`src/rtl/mbx_pkg.sv`:
```
package mbx_pkg;

    localparam int DATA_W   = 8;
    localparam int NUM_REGS = 15;

    // status word bit positions
    localparam int CSR_MWEF = 7;
    localparam int CSR_IEN  = 6;
    localparam int CSR_SWEF = 5;
    localparam int CSR_ACK  = 4;
    localparam int CSR_MWM  = 3;

    typedef struct packed {
        logic mwef;
        logic ien;
        logic swef;
        logic ack_en;
        logic mwm;
    } ctl_t;

    typedef struct packed {
        logic m_wr_last;
        logic m_rd_last;
        logic m_rd_csr;
        logic m_wr_first;
        logic m_wr_data;
        logic s_wr_last;
        logic s_rd_last;
        logic s_rd_first;
        logic s_wr_first;
        logic s_wr_data;
        logic s_wr_csr;
    } evt_t;

    function automatic logic [DATA_W-1:0] pack_csr(ctl_t c);
        logic [DATA_W-1:0] v;
        v           = '0;
        v[CSR_MWEF] = c.mwef;
        v[CSR_IEN]  = c.ien;
        v[CSR_SWEF] = c.swef;
        v[CSR_ACK]  = c.ack_en;
        v[CSR_MWM]  = c.mwm;
        return v;
    endfunction

endpackage

```
`src/rtl/mbx_decode.sv`:
```
module mbx_decode
    import mbx_pkg::*;
#(
    parameter int NREG = NUM_REGS,
    parameter int IW   = $clog2(NREG + 1)
) (
    input  logic [IW-1:0] m_idx,
    input  logic          m_rd,
    input  logic          m_wr,
    input  logic [IW-1:0] s_idx,
    input  logic          s_rd,
    input  logic          s_wr,
    output evt_t          evt
);
    localparam logic [IW-1:0] FIRST = '0;
    localparam logic [IW-1:0] LAST  = IW'(NREG - 1);
    localparam logic [IW-1:0] CSR   = IW'(NREG);

    always_comb begin
        evt.m_wr_last  = m_wr && (m_idx == LAST);
        evt.m_rd_last  = m_rd && (m_idx == LAST);
        evt.m_rd_csr   = m_rd && (m_idx == CSR);
        evt.m_wr_first = m_wr && (m_idx == FIRST);
        evt.m_wr_data  = m_wr && (m_idx < CSR);
        evt.s_wr_last  = s_wr && (s_idx == LAST);
        evt.s_rd_last  = s_rd && (s_idx == LAST);
        evt.s_rd_first = s_rd && (s_idx == FIRST);
        evt.s_wr_first = s_wr && (s_idx == FIRST);
        evt.s_wr_data  = s_wr && (s_idx < CSR);
        evt.s_wr_csr   = s_wr && (s_idx == CSR);
    end
endmodule

```
`src/rtl/mbx_regfile.sv`:
```
module mbx_regfile #(
    parameter int DW   = 8,
    parameter int NREG = 15,
    parameter int IW   = $clog2(NREG + 1)
) (
    input  logic          clk,
    input  logic          rst,
    input  logic [IW-1:0] m_idx,
    input  logic          m_wr,
    input  logic [DW-1:0] m_wdata,
    input  logic [IW-1:0] s_idx,
    input  logic          s_wr,
    input  logic [DW-1:0] s_wdata,
    output logic [DW-1:0] m_dout,
    output logic [DW-1:0] s_dout
);
    logic [DW-1:0] regs [NREG];

    for (genvar g = 0; g < NREG; g++) begin : g_reg
        always_ff @(posedge clk) begin
            if (rst)
                regs[g] <= '0;
            else if (m_wr && (m_idx == IW'(g)))
                regs[g] <= m_wdata;          // host wins a collision
            else if (s_wr && (s_idx == IW'(g)))
                regs[g] <= s_wdata;
        end
    end

    always_comb begin
        m_dout = '0;
        s_dout = '0;
        for (int i = 0; i < NREG; i++) begin
            if (m_idx == IW'(i)) m_dout = regs[i];
            if (s_idx == IW'(i)) s_dout = regs[i];
        end
    end
endmodule

```
`src/rtl/mbx_ctl.sv`:
```
module mbx_ctl
    import mbx_pkg::*;
(
    input  logic clk,
    input  logic rst,
    input  logic m_wr_last,
    input  logic m_rd_last,
    input  logic m_wr_data,
    input  logic s_wr_last,
    input  logic s_rd_last,
    input  logic s_wr_data,
    input  logic s_wr_csr,
    input  logic ien_wbit,
    input  logic ack_wbit,
    output ctl_t ctl
);
    always_ff @(posedge clk) begin
        if (rst) begin
            ctl <= '0;
        end else begin
            // set events dominate clear events
            ctl.mwef <= m_wr_last | (ctl.mwef & ~s_rd_last);
            ctl.swef <= s_wr_last | (ctl.swef & ~m_rd_last);
            ctl.mwm  <= m_wr_data | (ctl.mwm & ~s_wr_data);
            if (s_wr_csr) begin
                ctl.ien    <= ien_wbit;
                ctl.ack_en <= ack_wbit;
            end
        end
    end
endmodule

```
`src/rtl/mbx_ready.sv`:
```
module mbx_ready (
    input  logic clk,
    input  logic rst,
    input  logic slave_mode,
    input  logic ack_en,
    input  logic mwm,
    input  logic m_rd_last,
    input  logic m_rd_csr,
    input  logic m_wr_first,
    input  logic s_wr_last,
    input  logic s_rd_first,
    input  logic s_wr_first,
    output logic rdy
);
    logic armed, go_lo, go_hi;

    always_comb begin
        armed = slave_mode & ack_en;
        go_lo = armed & (s_wr_last | (s_rd_first & mwm));
        go_hi = armed & (m_rd_last | m_rd_csr | m_wr_first | s_wr_first);
    end

    always_ff @(posedge clk) begin
        if (rst)        rdy <= 1'b1;
        else if (go_lo) rdy <= 1'b0;
        else if (go_hi) rdy <= 1'b1;
    end
endmodule

```
`src/rtl/mbx_handshake.sv`:
```
module mbx_handshake
    import mbx_pkg::*;
#(
    parameter int DW   = DATA_W,
    parameter int NREG = NUM_REGS,
    parameter int IW   = $clog2(NREG + 1)
) (
    input  logic          clk,
    input  logic          rst,
    input  logic          slave_mode,
    input  logic [IW-1:0] m_idx,
    input  logic          m_rd,
    input  logic          m_wr,
    input  logic [DW-1:0] m_wdata,
    output logic [DW-1:0] m_rdata,
    input  logic [IW-1:0] s_idx,
    input  logic          s_rd,
    input  logic          s_wr,
    input  logic [DW-1:0] s_wdata,
    output logic [DW-1:0] s_rdata,
    output logic          rdy,
    output logic          mwe_irq
);
    localparam logic [IW-1:0] CSR = IW'(NREG);

    evt_t          evt;
    ctl_t          ctl_q;
    logic [DW-1:0] m_dout, s_dout, csr_word;

    mbx_decode #(.NREG(NREG), .IW(IW)) u_dec (
        .m_idx(m_idx), .m_rd(m_rd), .m_wr(m_wr),
        .s_idx(s_idx), .s_rd(s_rd), .s_wr(s_wr),
        .evt(evt)
    );

    mbx_regfile #(.DW(DW), .NREG(NREG), .IW(IW)) u_rf (
        .clk(clk), .rst(rst),
        .m_idx(m_idx), .m_wr(m_wr), .m_wdata(m_wdata),
        .s_idx(s_idx), .s_wr(s_wr), .s_wdata(s_wdata),
        .m_dout(m_dout), .s_dout(s_dout)
    );

    mbx_ctl u_ctl (
        .clk(clk), .rst(rst),
        .m_wr_last(evt.m_wr_last), .m_rd_last(evt.m_rd_last),
        .m_wr_data(evt.m_wr_data), .s_wr_last(evt.s_wr_last),
        .s_rd_last(evt.s_rd_last), .s_wr_data(evt.s_wr_data),
        .s_wr_csr(evt.s_wr_csr),
        .ien_wbit(s_wdata[CSR_IEN]), .ack_wbit(s_wdata[CSR_ACK]),
        .ctl(ctl_q)
    );

    mbx_ready u_rdy (
        .clk(clk), .rst(rst), .slave_mode(slave_mode),
        .ack_en(ctl_q.ack_en), .mwm(ctl_q.mwm),
        .m_rd_last(evt.m_rd_last), .m_rd_csr(evt.m_rd_csr),
        .m_wr_first(evt.m_wr_first), .s_wr_last(evt.s_wr_last),
        .s_rd_first(evt.s_rd_first), .s_wr_first(evt.s_wr_first),
        .rdy(rdy)
    );

    always_comb begin
        csr_word = DW'(pack_csr(ctl_q));
        m_rdata  = (m_idx == CSR) ? csr_word : m_dout;
        s_rdata  = (s_idx == CSR) ? csr_word : s_dout;
        mwe_irq  = ctl_q.mwef & ctl_q.ien;
    end
endmodule

```
`config.mk`:
```
export PLATFORM = sky130hd
export DESIGN_NAME = mbx_handshake
export DESIGN_NICKNAME = d
export VERILOG_FILES = /design/src/rtl/mbx_pkg.sv /design/src/rtl/mbx_decode.sv /design/src/rtl/mbx_regfile.sv /design/src/rtl/mbx_ctl.sv /design/src/rtl/mbx_ready.sv /design/src/rtl/mbx_handshake.sv
export SDC_FILE = /design/constraint.sdc
export NUM_CORES = 1
export LEC_CHECK = 0
export ABC_AREA = 1
export ABC_CLOCK_PERIOD_IN_PS = 2600
export BUFFER_PORTS_ARGS = -buffer_cell sky130_fd_sc_hd__buf_2
export CAP_MARGIN = 0
export CORE_MARGIN = 8
export CORE_UTILIZATION = 60
export CTS_CLUSTER_DIAMETER = 30
export DETAILED_ROUTE_END_ITERATION = 7
export PLACE_DENSITY = 0.84
export SYNTH_ARGS = -nofsm -noshare
export SYNTH_HDL_FRONTEND = slang
export SYNTH_SLANG_ARGS = --single-unit
export TNS_END_PERCENT = 20
```
`constraint.sdc`:
```
create_clock -name clk -period 2.6 [get_ports clk]
set_clock_uncertainty 0.1 [all_clocks]
set_input_delay 0.26 -clock clk [delete_from_list [all_inputs] [get_ports clk]]
set_output_delay 0.26 -clock clk [all_outputs]
set_load 0.01 [all_outputs]
```
### Word-level counts from Yosys, hierarchy flattened

Memories as Yosys holds them, arrays and structs flattened.
Cells that the tools add are included.

* $lt $le $gt $ge: 2
* equality and inequality tests: 30
* muxes and demuxes: 171
* bitwise logic cells: 48
* reductions and logical operators: 40

Operators by type and width (count)
* two-way mux 8 bit: 62
* two-way mux 1 bit: 109
* == test 4 bit (second input constant): 16
* logical AND 1 bit: 37
* OR 1 bit: 37
* == test 4 x 3 -> 1 bit (second input constant): 8
* == test 4 x 2 -> 1 bit (second input constant): 4
* bitwise AND 1 bit: 8
* == test 4 x 1 -> 1 bit (second input constant): 2
* zero test 4 bit: 2
* < comparator 4 bit (second input constant): 2
* NOT 1 bit: 3
* nonzero test 2 bit: 1

* bits in registers: 6
* bits in writable memories: 120
* input port bits: 31
* logic and storage cells: 298
* memories kept: 1

Memory list
* u_rf.regs: words 15, width 8, read ports 15, clocked after memory_dff 0, wr ports 15, RTL line mbx_regfile.sv:17 `logic [DW-1:0] regs [NREG];`

### Depth between registers and ports, before layout

* depth after elaboration: 17
* depth in mapped cells: 14
* mapped depth without buffers: 14

### Hierarchy

From an unflattened synthesis, not the netlist that was laid out.

* cells, all modules: 957
* area total of the unflattened synthesis: 7607.3 sq um

By module, submodules not included
* mbx_regfile: times used 1, cells each 837, area each 6991.7 sq um, sequential area each 3603.5 sq um
* mbx_handshake: times used 1, cells each 50, area each 225.2 sq um, sequential area each 0.0 sq um
* mbx_ctl: times used 1, cells each 25, area each 181.4 sq um, sequential area each 100.1 sq um
* mbx_decode: times used 1, cells each 30, area each 128.9 sq um, sequential area each 0.0 sq um
* mbx_ready: times used 1, cells each 15, area each 80.1 sq um, sequential area each 20.0 sq um

### Worst setup path after synthesis

OpenSTA, ideal clock, no wires.

* path type: input -> register
* start: input s_idx[3]
* end: memory u_rf.regs[7][0] (netlist: u_rf.regs[0][56]) (enable)
* data arrival time: 1.439 ns
* setup slack: 0.724 ns
* stages on the path: 6
* cell sequence: inv_1 -> nand2_1 -> nor2_1 -> buf_2 -> nand4_1 -> nand3_1

RTL lines
* start, declared: RTL line mbx_handshake.sv:16 `input logic [IW-1:0] s_idx,`
* end, declared: RTL line mbx_regfile.sv:17

==> out/results.ini <==
[run_status]
outcome=completed

[finish]
diodes=0
fin_util=0.7007
n_fill_cell=1028
drive_gt1_frac=0.1513
layout_commonest_cell=nand2_1
most-common-layout-cells=nand2_1 (242), inv_1 (121), edfxtp_1 (120)
final_nets=1051
area_delta_synth_final_pct=15.96

[yosys]
synth_nets=977
yosys_warnings=0
ys_types=26
avgSynthCellArea_um2=7.929
ys_ff_latch=126
synthesis.area_mm2=0.007501
syn_inst=946
ys_seq_area_frac=0.4964

[grt]
grt_max_degree=22
antenna_found_initial=0
overflow=0
grt_pass1_wl_um=40710
grt_use_total=0.3348
grt_pass1_vias=7457

[setup_path]
crit_fanout=2
path_cells=nand3_1 -> nand3_1 -> nor2_1 -> nand4_1 -> nand2_1 -> nand4_1 -> nor3_1 -> nand4_1 -> buf_2
criticalPathCategory=flop to output port
cpMostUsedCell=nand4_1
cpPeakStageDelay_ns=0.43
cp-end-kind=output port
startpoint_type=flop
worst-path-buf-inv=1
crit_slowest_cell=edfxtp_1
r2r_slack_ns=1.37
cp.arrival_ns=2.07
crit_required_ns=2.24
crit_family=simple AND/OR/NAND/NOR gates

[power]
p_int_uw=4026
comb_power_share=0.122
p_total_uw=5499
switching_share=0.2678
seqPwrFrac=0.447
p_leak_uw=0.003464
power.density_mw_per_mm2=632.2
power.switching_uw=1473
pwr-share-clk=0.430
vdd_drop_max_mv=0.6026

[timing]
fmax_mhz=411.5
slew_headroom=0.3570
setup_viol=0
finalMaxSlewViolations=0
rsz0062_at_grt=no
tns_ns=0
min_period_over_period=0.9346
period_minus_slack_ns=2.430
final_hold_viol_count=0
worst_pin_slew_ns=0.9635

[route]
wl_per_cell_um=22.30
drc=0
vias=7798
drt-initial-drc-count=1524
routed_via_density=6.482
routed_wl_um=26830
antenna_left=0
first_pass_iters=8

[clock_tree]
root_buffer=clkbuf_16
clkLatencyLatePin_ns=0.43
path_clk_slew_ns=0.06
cts_buffers=17
htree_levels=4
cts.sinks=126
cts_tree=yes
clockBufferDepth=2

[floorplanning]
core_mm2=0.01241
die_h_um=127.8
initial_core_util=0.6042
die-area_mm2=0.01634
die_w_um=127.8
rows=41
ios=49

[placement]
post-dp-hpwl_um=18590
io_buffers=48
routabilityCongestion=1.057

[worst_hold_path]
hold_class=input pin to flop

[job]
cap_violations=0

layout make-up:
class,count,area (um^2),share of cell area
flip-flops and latches,126,3724,0.4281
multi-input cells,658,3172,0.3646
repair buffers,84,513.0,0.05898
inverters,133,499.2,0.05739
clock buffers,17,425.4,0.04891
well taps,172,215.2,0.02474
clock inverters,13,150.1,0.01726
path summary, 6_finish.rpt:
kind / from / to / depth (start not counted)
min: m_wdata[0] / u_rf.regs[1][0] / 3
max reg2reg: u_ctl.ctl[0] / u_rdy.rdy / 5
min reg2reg: u_ctl.ctl[2] / u_ctl.ctl[2] / 2
max: u_rf.regs[0][19] / s_rdata[3] / 9
synthesized netlist by cell type, drive strengths merged:
library cell | n | share of area
nand2 | 243 | 0.12
inv | 133 | 0.067
edfxtp | 120 | 0.48
o22ai | 116 | 0.097
nor2 | 110 | 0.065
nand3 | 72 | 0.048
nand4 | 49 | 0.041
a21oi | 25 | 0.017
clkbuf | 23 | 0.012
o21ai | 21 | 0.014
or2 | 13 | 0.011
buf | 6 | 0.0037
dfxtp | 6 | 0.016
nor3 | 5 | 0.0033
o211ai | 1 | 0.0010
o221ai | 1 | 0.0012
o311ai | 1 | 0.0012
o31ai | 1 | 0.0010
registers in the layout, summed over array words and instances (netlist names):
| register | flops |
|---|---|
| u_rdy.rdy | 1 |
| u_rf.regs | 120 |
| u_ctl.ctl | 5 |
kinds of logic after synthesis:
| logic type | Yosys count | share of synthesized area |
|---|---|---|
| and+or+nand+nor | 492 | 0.2901 |
| AOI/OAI and AO/OA | 166 | 0.1318 |
| buffers and inverters | 162 | 0.08174 |
| DFF | 126 | 0.4964 |
metrics by stage:
step           std cells  hold slack (ns)  instance area [um^2]  setup WS, ns
2_1_floorplan        946           0.2291                  7501        0.7239
3_3_place_gp        1172           0.3461                  8105        0.1034
3_5_place_dp        1172           0.3515                  8105        0.1107
4_1_cts             1203          0.05153                  8691       0.08514
5_1_grt             1203          0.07394                  8698       0.05488
6_report            1203          0.05860                  8698        0.1701
worst min-delay path: stages:
cell     delay [ns]
buf_2          0.09
nand3_1        0.06
o21ai_1        0.07
layer usage:
| layer | vias to the layer above | track usage | wire (um) |
|---|---|---|---|
| met3 | 124 | 0.08943 | 3363 |
| met5 | - | 0 | 0 |
| li1 | 3450 | - | - |
| met2 | 597 | 0.5168 | 12150 |
| met1 | 3627 | 0.4051 | 9667 |
| met4 | 0 | 0.2238 | 1646 |
repair_timing:
action                                  CTS  global route
buffers inserted                          0             0
hold buffers                              1             0
endpoints found under the setup margin    0             4
resized for setup                         0             2
hold endpoints to repair                  1             0
power by group through the flow:
| stage | logic [uW] | registers, uW | clock network, uW |
|---|---|---|---|
| after global placement | 638 | 2490 | 0 |
| after global routing | 718 | 2470 | 2440 |
| after floorplan | 385 | 2440 | 0 |
| after detailed placement | 642 | 2490 | 0 |
| after CTS | 648 | 2450 | 2350 |
| final | 672 | 2460 | 2370 |
Power figures use the tool's default switching activity.
